File: src/rtl/rft_pkg.sv
package rft_pkg;
    typedef enum logic [1:0] {
        EV_IDLE   = 2'd0,
        EV_DELAY  = 2'd1,
        EV_REPEAT = 2'd2
    } ev_state_e;

    localparam int NUM_RAD = 3;
    localparam int SRC_W   = 3;
    localparam int NUM_SRC = 2 * NUM_RAD;

    localparam logic [7:0] A_LUT_BASE  = 8'h00;
    localparam logic [7:0] A_LAST_IDX  = 8'h10;
    localparam logic [7:0] A_PHY_TC    = 8'h11;
    localparam logic [7:0] A_INIT_BASE = 8'h20;
    localparam logic [7:0] A_EVT_BASE  = 8'h40;
endpackage

File: src/rtl/rft_regs.sv
module rft_regs
    import rft_pkg::*;
#(
    parameter int CLK_W      = 22,
    parameter int FRM_W      = 12,
    parameter int LUT_DEPTH  = 16,
    parameter int NUM_EVT    = 8,
    parameter int PHY_TC_DEF = 2457599,
    localparam int IDX_W     = $clog2(LUT_DEPTH)
) (
    input  logic                                 clk,
    input  logic                                 rst_n,
    input  logic                                 wr_en,
    input  logic [7:0]                           wr_addr,
    input  logic [31:0]                          wr_data,
    output logic [LUT_DEPTH-1:0][CLK_W-1:0]      lut_tc,
    output logic [IDX_W-1:0]                     last_idx,
    output logic [CLK_W-1:0]                     phy_tc,
    output logic [NUM_RAD-1:0][CLK_W-1:0]        init_clk,
    output logic [NUM_RAD-1:0][IDX_W-1:0]        init_sym,
    output logic [NUM_RAD-1:0][FRM_W-1:0]        init_frm,
    output logic [NUM_EVT-1:0][CLK_W-1:0]        ev_off,
    output logic [NUM_EVT-1:0][CLK_W-1:0]        ev_mod,
    output logic [NUM_EVT-1:0][SRC_W-1:0]        ev_src
);
    logic [IDX_W-1:0] last_q;
    logic [CLK_W-1:0] phy_tc_q;

    always_ff @(posedge clk or negedge rst_n) begin
        if (!rst_n) begin
            last_q   <= '0;
            phy_tc_q <= CLK_W'(PHY_TC_DEF);
        end else if (wr_en) begin
            if (wr_addr == A_LAST_IDX) last_q   <= wr_data[IDX_W-1:0];
            if (wr_addr == A_PHY_TC)   phy_tc_q <= wr_data[CLK_W-1:0];
        end
    end

    assign last_idx = last_q;
    assign phy_tc   = phy_tc_q;

    for (genvar i = 0; i < LUT_DEPTH; i++) begin : g_lut
        localparam logic [7:0] ADR = A_LUT_BASE + 8'(i);
        logic [CLK_W-1:0] tc_q;
        always_ff @(posedge clk or negedge rst_n) begin
            if (!rst_n)                        tc_q <= '0;
            else if (wr_en && wr_addr == ADR)  tc_q <= wr_data[CLK_W-1:0];
        end
        assign lut_tc[i] = tc_q;
    end

    for (genvar t = 0; t < NUM_RAD; t++) begin : g_init
        localparam logic [7:0] ADR = A_INIT_BASE + 8'(4 * t);
        logic [CLK_W-1:0] clk_q;
        logic [IDX_W-1:0] sym_q;
        logic [FRM_W-1:0] frm_q;
        always_ff @(posedge clk or negedge rst_n) begin
            if (!rst_n) begin
                clk_q <= '0;
                sym_q <= '0;
                frm_q <= '0;
            end else if (wr_en) begin
                if (wr_addr == ADR)        clk_q <= wr_data[CLK_W-1:0];
                if (wr_addr == ADR + 8'd1) sym_q <= wr_data[IDX_W-1:0];
                if (wr_addr == ADR + 8'd2) frm_q <= wr_data[FRM_W-1:0];
            end
        end
        assign init_clk[t] = clk_q;
        assign init_sym[t] = sym_q;
        assign init_frm[t] = frm_q;
    end

    for (genvar e = 0; e < NUM_EVT; e++) begin : g_evt
        localparam logic [7:0] ADR = A_EVT_BASE + 8'(4 * e);
        logic [CLK_W-1:0] off_q;
        logic [CLK_W-1:0] mod_q;
        logic [SRC_W-1:0] src_q;
        always_ff @(posedge clk or negedge rst_n) begin
            if (!rst_n) begin
                off_q <= '0;
                mod_q <= '0;
                src_q <= '1;
            end else if (wr_en) begin
                if (wr_addr == ADR)        off_q <= wr_data[CLK_W-1:0];
                if (wr_addr == ADR + 8'd1) mod_q <= wr_data[CLK_W-1:0];
                if (wr_addr == ADR + 8'd2) src_q <= wr_data[SRC_W-1:0];
            end
        end
        assign ev_off[e] = off_q;
        assign ev_mod[e] = mod_q;
        assign ev_src[e] = src_q;
    end
endmodule

File: src/rtl/rft_phy_cnt.sv
module rft_phy_cnt #(
    parameter int CLK_W = 22,
    parameter int FRM_W = 12
) (
    input  logic             clk,
    input  logic             rst_n,
    input  logic             sync,
    input  logic [CLK_W-1:0] tc,
    output logic [CLK_W-1:0] clk_cnt,
    output logic [FRM_W-1:0] frm_cnt,
    output logic             frm_strobe
);
    logic [CLK_W-1:0] clk_q;
    logic [FRM_W-1:0] frm_q;

    always_ff @(posedge clk or negedge rst_n) begin
        if (!rst_n) begin
            clk_q <= '0;
            frm_q <= '0;
        end else if (sync) begin
            clk_q <= '0;
            frm_q <= '0;
        end else if (clk_q >= tc) begin
            clk_q <= '0;
            frm_q <= frm_q + 1'b1;
        end else begin
            clk_q <= clk_q + 1'b1;
        end
    end

    assign clk_cnt    = clk_q;
    assign frm_cnt    = frm_q;
    assign frm_strobe = (clk_q == '0);
endmodule

File: src/rtl/rft_radio_cnt.sv
module rft_radio_cnt #(
    parameter int CLK_W     = 22,
    parameter int FRM_W     = 12,
    parameter int LUT_DEPTH = 16,
    localparam int IDX_W    = $clog2(LUT_DEPTH)
) (
    input  logic                            clk,
    input  logic                            rst_n,
    input  logic                            sync,
    input  logic [LUT_DEPTH-1:0][CLK_W-1:0] lut_tc,
    input  logic [IDX_W-1:0]                last_idx,
    input  logic [CLK_W-1:0]                init_clk,
    input  logic [IDX_W-1:0]                init_sym,
    input  logic [FRM_W-1:0]                init_frm,
    output logic [CLK_W-1:0]                clk_cnt,
    output logic [IDX_W-1:0]                sym_cnt,
    output logic [FRM_W-1:0]                frm_cnt,
    output logic                            sym_strobe,
    output logic                            frm_strobe
);
    logic [CLK_W-1:0] clk_q;
    logic [IDX_W-1:0] sym_q;
    logic [FRM_W-1:0] frm_q;
    logic [CLK_W-1:0] cur_tc;
    logic             sym_end;
    logic             frm_end;

    assign cur_tc  = lut_tc[sym_q];
    assign sym_end = (clk_q >= cur_tc);
    assign frm_end = sym_end && (sym_q >= last_idx);

    always_ff @(posedge clk or negedge rst_n) begin
        if (!rst_n) begin
            clk_q <= '0;
            sym_q <= '0;
            frm_q <= '0;
        end else if (sync) begin
            clk_q <= init_clk;
            sym_q <= init_sym;
            frm_q <= init_frm;
        end else if (frm_end) begin
            clk_q <= '0;
            sym_q <= '0;
            frm_q <= frm_q + 1'b1;
        end else if (sym_end) begin
            clk_q <= '0;
            sym_q <= sym_q + 1'b1;
        end else begin
            clk_q <= clk_q + 1'b1;
        end
    end

    assign clk_cnt    = clk_q;
    assign sym_cnt    = sym_q;
    assign frm_cnt    = frm_q;
    assign sym_strobe = (clk_q == '0);
    assign frm_strobe = (clk_q == '0) && (sym_q == '0);
endmodule

File: src/rtl/rft_event.sv
module rft_event
    import rft_pkg::*;
#(
    parameter int CNT_W = 22
) (
    input  logic               clk,
    input  logic               rst_n,
    input  logic               sync,
    input  logic [NUM_SRC-1:0] src_strobe,
    input  logic [CNT_W-1:0]   offset,
    input  logic [CNT_W-1:0]   modulo,
    input  logic [SRC_W-1:0]   src_sel,
    output logic               fire
);
    localparam int PAD_W = 2 ** SRC_W;

    ev_state_e        state_q, state_d;
    logic [CNT_W-1:0] cnt_q, cnt_d;
    logic [PAD_W-1:0] strobe_pad;
    logic             src_valid;
    logic             trig;
    logic             at_zero;

    assign strobe_pad = PAD_W'(src_strobe);
    assign src_valid  = (32'(src_sel) < NUM_SRC);
    assign trig       = src_valid && strobe_pad[src_sel];
    assign at_zero    = (cnt_q == '0);

    always_ff @(posedge clk or negedge rst_n) begin
        if (!rst_n) begin
            state_q <= EV_IDLE;
            cnt_q   <= '0;
        end else begin
            state_q <= state_d;
            cnt_q   <= cnt_d;
        end
    end

    always_comb begin
        state_d = state_q;
        cnt_d   = cnt_q;
        if (!src_valid) begin
            state_d = EV_IDLE;
            cnt_d   = '0;
        end else if (trig) begin
            state_d = EV_DELAY;
            cnt_d   = offset;
        end else begin
            unique case (state_q)
                EV_IDLE: begin
                    cnt_d = cnt_q;
                end
                EV_DELAY: begin
                    if (sync) begin
                        cnt_d = offset;
                    end else if (!at_zero) begin
                        cnt_d = cnt_q - 1'b1;
                    end else if (modulo == '0) begin
                        state_d = EV_IDLE;
                    end else begin
                        state_d = EV_REPEAT;
                        cnt_d   = modulo - 1'b1;
                    end
                end
                EV_REPEAT: begin
                    if (!at_zero) begin
                        cnt_d = cnt_q - 1'b1;
                    end else if (modulo == '0) begin
                        state_d = EV_IDLE;
                    end else begin
                        cnt_d = modulo - 1'b1;
                    end
                end
                default: begin
                    state_d = EV_IDLE;
                end
            endcase
        end
    end

    always_comb begin
        fire = (state_q != EV_IDLE) && at_zero;
    end
endmodule

File: src/rtl/radio_frame_timer.sv
module radio_frame_timer
    import rft_pkg::*;
#(
    parameter int CLK_W      = 22,
    parameter int FRM_W      = 12,
    parameter int LUT_DEPTH  = 16,
    parameter int NUM_EVT    = 8,
    parameter int PHY_TC_DEF = 2457599,
    localparam int IDX_W     = $clog2(LUT_DEPTH)
) (
    input  logic                          clk,
    input  logic                          rst_n,
    input  logic                          sync,
    input  logic                          wr_en,
    input  logic [7:0]                    wr_addr,
    input  logic [31:0]                   wr_data,
    output logic [CLK_W-1:0]              phy_clk_cnt,
    output logic [FRM_W-1:0]              phy_frm_cnt,
    output logic                          phy_frm_strobe,
    output logic [NUM_RAD-1:0][CLK_W-1:0] tmr_clk_cnt,
    output logic [NUM_RAD-1:0][IDX_W-1:0] tmr_sym_cnt,
    output logic [NUM_RAD-1:0][FRM_W-1:0] tmr_frm_cnt,
    output logic [NUM_RAD-1:0]            tmr_sym_strobe,
    output logic [NUM_RAD-1:0]            tmr_frm_strobe,
    output logic [NUM_EVT-1:0]            evt_out
);
    logic [LUT_DEPTH-1:0][CLK_W-1:0] lut_tc;
    logic [IDX_W-1:0]                last_idx;
    logic [CLK_W-1:0]                phy_tc;
    logic [NUM_RAD-1:0][CLK_W-1:0]   init_clk;
    logic [NUM_RAD-1:0][IDX_W-1:0]   init_sym;
    logic [NUM_RAD-1:0][FRM_W-1:0]   init_frm;
    logic [NUM_EVT-1:0][CLK_W-1:0]   ev_off;
    logic [NUM_EVT-1:0][CLK_W-1:0]   ev_mod;
    logic [NUM_EVT-1:0][SRC_W-1:0]   ev_src;
    logic [NUM_SRC-1:0]              src_strobe;

    rft_regs #(
        .CLK_W(CLK_W), .FRM_W(FRM_W), .LUT_DEPTH(LUT_DEPTH),
        .NUM_EVT(NUM_EVT), .PHY_TC_DEF(PHY_TC_DEF)
    ) u_regs (
        .clk(clk), .rst_n(rst_n), .wr_en(wr_en), .wr_addr(wr_addr), .wr_data(wr_data),
        .lut_tc(lut_tc), .last_idx(last_idx), .phy_tc(phy_tc),
        .init_clk(init_clk), .init_sym(init_sym), .init_frm(init_frm),
        .ev_off(ev_off), .ev_mod(ev_mod), .ev_src(ev_src)
    );

    rft_phy_cnt #(.CLK_W(CLK_W), .FRM_W(FRM_W)) u_phy (
        .clk(clk), .rst_n(rst_n), .sync(sync), .tc(phy_tc),
        .clk_cnt(phy_clk_cnt), .frm_cnt(phy_frm_cnt), .frm_strobe(phy_frm_strobe)
    );

    for (genvar t = 0; t < NUM_RAD; t++) begin : g_rad
        rft_radio_cnt #(.CLK_W(CLK_W), .FRM_W(FRM_W), .LUT_DEPTH(LUT_DEPTH)) u_cnt (
            .clk(clk), .rst_n(rst_n), .sync(sync),
            .lut_tc(lut_tc), .last_idx(last_idx),
            .init_clk(init_clk[t]), .init_sym(init_sym[t]), .init_frm(init_frm[t]),
            .clk_cnt(tmr_clk_cnt[t]), .sym_cnt(tmr_sym_cnt[t]), .frm_cnt(tmr_frm_cnt[t]),
            .sym_strobe(tmr_sym_strobe[t]), .frm_strobe(tmr_frm_strobe[t])
        );
        assign src_strobe[2*t]   = tmr_sym_strobe[t];
        assign src_strobe[2*t+1] = tmr_frm_strobe[t];
    end

    for (genvar e = 0; e < NUM_EVT; e++) begin : g_evt
        rft_event #(.CNT_W(CLK_W)) u_evt (
            .clk(clk), .rst_n(rst_n), .sync(sync), .src_strobe(src_strobe),
            .offset(ev_off[e]), .modulo(ev_mod[e]), .src_sel(ev_src[e]),
            .fire(evt_out[e])
        );
    end
endmodule

File: config.mk
export PLATFORM = sky130hd
export DESIGN_NAME = radio_frame_timer
export DESIGN_NICKNAME = d
export VERILOG_FILES = /design/src/rtl/rft_pkg.sv /design/src/rtl/rft_regs.sv /design/src/rtl/rft_phy_cnt.sv /design/src/rtl/rft_radio_cnt.sv /design/src/rtl/rft_event.sv /design/src/rtl/radio_frame_timer.sv
export SDC_FILE = /design/constraint.sdc
export NUM_CORES = 2
export LEC_CHECK = 0
export BUFFER_PORTS_ARGS = -buffer_cell sky130_fd_sc_hd__buf_2
export CORE_UTILIZATION = 30
export DETAILED_ROUTE_END_ITERATION = 8
export GPL_ROUTABILITY_DRIVEN = 0
export PLACE_DENSITY = 0.55
export RECOVER_POWER = 25
export SKIP_CTS_REPAIR_TIMING = 1
export SLEW_MARGIN = 20
export SYNTH_ARGS = -nofsm -noshare
export SYNTH_HDL_FRONTEND = slang
export SYNTH_HIERARCHICAL = 1
export SYNTH_SLANG_ARGS = --single-unit
export TNS_END_PERCENT = 30
File: constraint.sdc
create_clock -name clk -period 7.6 [get_ports clk]
set_input_delay 1.14 -clock clk [delete_from_list [all_inputs] [get_ports clk]]
set_output_delay 1.14 -clock clk [all_outputs]
set_load 0.02 [all_outputs]
=== Word level (Yosys, flattened, before mapping) ===
Index checks and enable logic that the tools add are counted.

* Output and inout bits: 163
* Register bits after elaboration: 1,208
* Input port bits: 44

* Reductions and logical operators: 128
* Equal/unequal tests: 114
* Magnitude comparators: 26
* Muxes and demuxes: 162
* Add/sub/neg operators: 27

{| class="wikitable"
|+ Operators by type and width
! kind !! count
|-
| $mux 22 || 54
|-
| $logic_not 22->1 || 20
|-
| $pmux 22 s2 || 8
|-
| $sub 22x1->22 const B || 16
|-
| $bmux 22 s4 || 3
|-
| $eq 8x7->1 const B || 24
|-
| $ne 4x4->1 const B || 40
|-
| $mux 2 || 56
|-
| $mux 12 || 8
|-
| $add 22x1->22 const B || 4
|-
| $ge 22x22->1 || 4
|-
| $eq 8x6->1 const B || 9
|-
| $reduce_and 2->1 || 35
|-
| $eq 8x4->1 const B || 8
|-
| $add 12x1->12 const B || 4
|-
| $pmux 2 s3 || 8
|-
| $reduce_and 5->1 || 8
|-
| $logic_and 1x1->1 || 38
|-
| $mux 4 || 9
|-
| $eq 8x3->1 const B || 4
|-
| $lt 3x4->1 const B || 8
|-
| $bmux 1 s3 || 8
|-
| $lt 3x3->1 const B || 8
|-
| $ne 3x3->1 const B || 8
|-
| 14 further kinds || 65
|}

=== Longest topological paths before layout ===
* Depth after elaboration: 7
* Depth in mapped cells: 15

=== Cells and area by module ===
Netlist, hierarchy kept.

{| class="wikitable"
|+ By module, submodules not included
! module !! area an instance (um^2) !! instances !! cells an instance !! sequential area each (um^2)
|-
| rft_regs || 32,910.3 || 1 || 1,980 || 21,773.4
|-
| rft_event (g_evt[0].u_evt ...) || 2,349.8 || 6 || 295 || 600.6
|-
| rft_radio_cnt (g_rad[0].u_cnt ...) || 5,542.8 || 2 || 474 || 950.9
|-
| rft_radio_cnt (g_rad[2].u_cnt) || 5,527.8 || 1 || 477 || 950.9
|-
| rft_phy_cnt || 2,397.3 || 1 || 261 || 850.8
|-
| rft_event (g_evt[7].u_evt) || 2,374.8 || 1 || 297 || 600.6
|-
| rft_event (g_evt[1].u_evt) || 2,263.4 || 1 || 284 || 600.6
|}

=== Worst setup path before layout ===
Ideal clock, no wire load.

* Path kind: flip-flop to flip-flop
* From: register g_rad[0].u_cnt.clk_q[0]
* To: register g_evt[1].u_evt.cnt_q[14]
* Stages on the path, launching flop included: 16
* Slack: 3.426 ns
* Data required time: 7.505 ns
* Path buffers: 3
* Setup time: 0.095 ns
* Clock period less this slack: 4.174 ns
* Arrival time: 4.079 ns
* Path through: dfrtp_1 > inv_1 > ha_1 > nor4b_1 > nand4_1 > nor2_1 > and3_1 > mux4_2 > nor2b_1 > a221o_1 > clkbuf_1 > nor2b_1 > clkbuf_1 > clkbuf_1 > a22oi_1 > o31ai_1

* Cells in the longest elaborated chain, start to end: 7
* Elaborated cells on any way between the ends: 8

{| class="wikitable"
|+ Ends and longest elaborated chain
! item !! line !! RTL
|-
| from (decl) || rft_radio_cnt.sv:21 || <nowiki>logic [CLK_W-1:0] clk_q;</nowiki>
|-
| from (signal assigned) || rft_radio_cnt.sv:38 || <nowiki>clk_q <= init_clk;</nowiki>
|-
| from (signal assigned) || rft_radio_cnt.sv:49 || <nowiki>clk_q <= clk_q + 1'b1;</nowiki>
|-
| $logic_not 22->1 (*) || rft_radio_cnt.sv:56 || <nowiki>assign sym_strobe = (clk_q == '0);</nowiki>
|-
| net tmr_sym_strobe[0] || radio_frame_timer.sv:23 || <nowiki>output logic [NUM_RAD-1:0] tmr_sym_strobe,</nowiki>
|-
| $logic_and 1x1->1 (*) || rft_radio_cnt.sv:57 || <nowiki>assign frm_strobe = (clk_q == '0) && (sym_q == '0);</nowiki>
|-
| net tmr_frm_strobe[0] || radio_frame_timer.sv:24 || <nowiki>output logic [NUM_RAD-1:0] tmr_frm_strobe,</nowiki>
|-
| $bmux 1 s3 (*) || rft_event.sv:26 || <nowiki>assign trig = src_valid && strobe_pad[src_sel];</nowiki>
|-
| $mux 1 (implied by the code) (*) || rft_event.sv:26 ||
|-
| $logic_and 1x1->1 (*) || rft_event.sv:26 ||
|-
| $mux 22 || rft_event.sv:45 || <nowiki>end else if (trig) begin</nowiki>
|-
| $mux 22 || rft_event.sv:42 || <nowiki>if (!src_valid) begin</nowiki>
|-
| to (signal assigned) || rft_event.sv:35 || <nowiki>cnt_q <= cnt_d;</nowiki>
|-
| to (decl) || rft_event.sv:18 || <nowiki>logic [CNT_W-1:0] cnt_q, cnt_d;</nowiki>
|}

Mark *: on every way through the listed nets, which the timed path passes. The rest lies on a longest branch. The select of a mux whose other input is x is not followed.
A chain may end at the register's enable or synchronous reset.

=== Final worst setup path ===
* From: register g_rad[0].u_cnt.clk_q[0]
* To: output tmr_frm_strobe[0]

* Cells in the longest elaborated chain, start to end: 2

{| class="wikitable"
|+ Ends and longest elaborated chain
! item !! line
|-
| $logic_not 22->1 || rft_radio_cnt.sv:57
|-
| $logic_and 1x1->1 || rft_radio_cnt.sv:57
|-
| to (decl) || radio_frame_timer.sv:24
|}

No other way between the ends.

==> flow_summary.yaml <==
routing:
  post_drt_wl_per_cell_um: 24.4
  ant_nets: 0
  drt_pre_antenna_iters: 5
  vias_per_cell: 5.62
  num_vias: 52300
  drtIter0Drc: 5240
  routed_wl_mm: 227
  remaining_drc_errors: 0
placed_design:
  port_buffers: 196
  place_area_um2: 74900
  dp_hpwl_mm: 142
critical_path:
  cp_slowest_cell: "nor2_4"
  arrival_ns: 3.97
  critical_path_class: "reg2out"
  cp-start-kind: "register"
  path_cells: "inv_1, ha_1, nor4b_1, nand4_1, nor2_4, and3_1, buf_4, buf_2"
  worstPathMaxFanout: 18
  critPathTopFamily: "simple AND/OR/NAND/NOR gates"
  worstReg2RegStart: "g_rad[1].u_cnt/sym_cnt[2]$_DFFE_PN0P_"
  critPathBufInv: 3
  reg2reg_depth: 12
  cp-end-kind: "output pin"
  reg2reg_slack_ns: 2.54
  required_ns: 6.46
  slowest_delay_ns: 0.80
  worst_r2r_endpoint: "g_rad[1].u_cnt/clk_cnt[21]$_DFF_PN0_"
clock_tree:
  cts_buffers: 135
  root_buffer: "clkbuf_16"
  insertion_delay_ns: 0.81
  clock_path_buffers: 3
  cts.sinks: 1208
  clk_pin_slew_worst_paths_ns: 0.06
  cts_tree: "built"
  htreeDepth: 4
floorplanning:
  die_h_um: 487
  core-area_um2: 233000
  row_count: 177
  initial_utilization_pct: 30.3
  io_pins: 207
  die_area_um2: 237000
  die_x_um: 487
timing:
  hold_violations: 0
  relSlewSlack_pct: -177
  clock.fmax_mhz: 196
  setup_tns_ns: 0
  drv_slew: 523
  fin_skew_ns: 0.0360
  finalCritPeriodShare_pct: 67.2
  worst_pin_slew_ns: 4.15
  min_period_ns: 5.11
  rsz0062_at_grt: "false"
  setup_viol: 0
synth:
  async_flop_share_pct: 100
  syn_area_um2: 70700
  synth_cells: 6017
  syn-num-nets: 6219
  yosysTopAreaCellShare_pct: 41.3
  avgSynthCellArea_um2: 11.7
  synth_seq_area_share_pct: 42.9
  synth_seq_cells: 1208
  synth_edf_count: 0
  yosysUniqueCellTypes: 109
  synth_area_leaders: "dfrtp_1, mux2_2, mux4_2"
  yosys.area.top_type: "dfrtp_1"
  synth_warnings: 6
  yosys_most_used_dff: "dfrtp_1"
status:
  violations: "capacitance limit, slew limit"
  status: "finished with violations"
grt:
  use_met2_pct: 29.6
  global_route.usage.met3_pct: 3.20
  grt_use_total_pct: 18.9
  use_met1_pct: 26.5
  busiest_layer: "met2"
  grt_pass1_wl_mm: 341
  antenna_found_initial: 32
  grt_start_max_net_pins: 161
  first_global_vias: 51700
  grt_remaining_overflow: 0
pwr:
  switching_share_pct: 40.7
  p_leak_uw: 0.0351
  power_density_nw_per_um2: 315
  p_int_uw: 14800
  net-switching-power_uw: 10200
  ir_drop_mv: 0.215
  p_seq_share_pct: 33.4
  comb_power_share_pct: 39.9
  pwr-share-clk_pct: 26.8
layout:
  drive_gt1_share_pct: 31.3
  nets: 6276
  area_growth_pct: 12.2
  finalInstanceArea_um2: 79300
worst_hold_path:
  hp-class: "in2async"
run:
  cap_violations: 6
[power groups by stage]
stage	Clock, uW	Sequential [uW]	Combinational [uW]
floorplan	0	8050	7210
global placement	0	8360	9730
detailed placement	0	8400	9850
CTS	6830	8300	9900
global route	7100	8440	10700
finish	6670	8320	9940
[area by class of cell]
type	instances	area, um^2
inverter	216	811
multi-input combinational	4199	37800
clock buffer	192	3830
timing repair buffer	314	1940
tap	3132	3920
fill	23300	154000
antenna	7	17.5
clock inverter	46	599
sequential	1208	30300
[stage by stage]
step           hold slack (ns)  std cells  utilization [%]  total power, uW  worst slack [ns]
4_1_cts                  0.363       9307             34.0            25000              2.29
3_3_place_gp             0.457       9069             32.1            18100              2.46
2_1_floorplan            0.444       6017                -            15300              3.43
6_report                 0.361       9314             34.0            24900              2.49
3_5_place_dp             0.465       9069             32.1            18200              2.39
5_1_grt                  0.378       9311             34.0            26300              1.80
[registers in the layout, indices dropped and copies added, names as in the netlist, 12 cells and up]
register,flops
u_regs/g_lut.tc_q,352
g_evt.u_evt/state_q,16
u_regs/phy_tc,22
u_regs/g_init.sym_q,12
g_rad.u_cnt/sym_cnt,12
g_rad.u_cnt/clk_cnt,66
u_regs/g_init.frm_q,36
u_regs/g_init.clk_q,66
u_regs/g_evt.off_q,176
g_rad.u_cnt/frm_cnt,36
u_phy/clk_cnt,22
u_phy/frm_cnt,12
u_regs/g_evt.src_q,24
g_evt.u_evt/cnt_q,176
u_regs/g_evt.mod_q,176
[cell usage in the layout (no fill, tap or decap), types with 22 or more instances in the layout]
master and n:
nand2_1 293, nor2b_1 41, o22ai_1 27, a2bb2oi_1 30, mux4_2 338, nand4_1 62, a21oi_1 109, o21ai_0 239
a221oi_1 24, xnor2_1 136, or4_1 54, mux2i_1 36, ha_1 158, dfrtp_1 1159, or2_2 24, nand3_1 152
dfstp_2 42, a211oi_1 23, nand2b_1 23, clkbuf_16 136, xor2_1 173, or3_1 59, inv_1 213, a21o_1 24
clkbuf_8 22, nor3_1 186, o21ai_1 58, mux2_2 875, buf_2 190, o211ai_1 25, a221o_1 30, nor4_1 72
a22oi_1 178, clkbuf_1 42, and3_1 42, a31oi_1 22, buf_4 105, nor2_1 274
[cell usage after synthesis (all sizes together), types with 25 or more instances]
master and number:
dfstp 42, a21oi 118, ha 158, nor2 288
o211ai 26, a2bb2oi 30, nand3 161, and3 42
xnor2 136, a221oi 27, a221o 31, or3 59
mux2i 36, a31oi 25, nor3 206, o22ai 27
nor4 87, a21o 25, nand2 295, or2 32
dfrtp 1166, a211oi 32, a22oi 178, buf 158
or4 70, clkbuf 236, mux2 899, xor2 173
mux4 338, inv 213, o21ai 297, nor2b 41
nand4 65
[logic make-up (layout without fill, tap and decap cells)]
logic type / after synthesis / count (layout) / synth area share [%]
and+or+nand+nor: 1510 / 1510 / 11.8
muxes: 1273 / 1273 / 25.7
DFF: 1208 / 1208 / 42.9
AOI/OAI and AO/OA: 949 / 949 / 9.29
buffers and inverters: 610 / 768 / 3.76
xor gates and xnor gates: 309 / 309 / 3.83
adders and majority gates: 158 / 158 / 2.80
other: 0 / 7 / 0
[per-layer routing]
layer	vias up	share of wire, %
met4	0	2.8
met5	-	0
met2	2081	46
met1	27100	44
met3	368	7.6
li1	22800	-
[worst max path at each step]
stage,startpoint,end,cells after the start
after global placement,g_rad[2].u_cnt/sym_cnt[0]$_DFFE_PN0P_,g_rad[2].u_cnt/clk_cnt[2]$_DFF_PN0_,11
after CTS,g_rad[2].u_cnt/sym_cnt[0]$_DFFE_PN0P_,g_rad[2].u_cnt/clk_cnt[18]$_DFF_PN0_,10
after global routing,rst_n,g_evt[2].u_evt/cnt_q[18]$_DFFE_PN0P_,2
after floorplan,g_rad[0].u_cnt/clk_cnt[0]$_DFF_PN0_,g_evt[1].u_evt/cnt_q[14]$_DFFE_PN0P_,15
after detailed placement,g_rad[2].u_cnt/sym_cnt[0]$_DFFE_PN0P_,g_rad[2].u_cnt/clk_cnt[21]$_DFF_PN0_,10
final,g_rad[0].u_cnt/clk_cnt[0]$_DFF_PN0_,tmr_frm_strobe[0],8
[worst register-to-register path, stage by stage (launching register included)]
cell and delay, ns:
dfrtp_1 0.58, clkinv_1 0.84, buf_4 0.59, mux4_2 0.47
inv_1 0.12, ha_1 0.34, nand4_2 0.18, nor4_4 0.44
a211o_1 0.22, a31oi_2 0.04, buf_4 0.23, nand2_1 0.64
o21ai_0 0.22
Power figures use the tool's default switching activity.
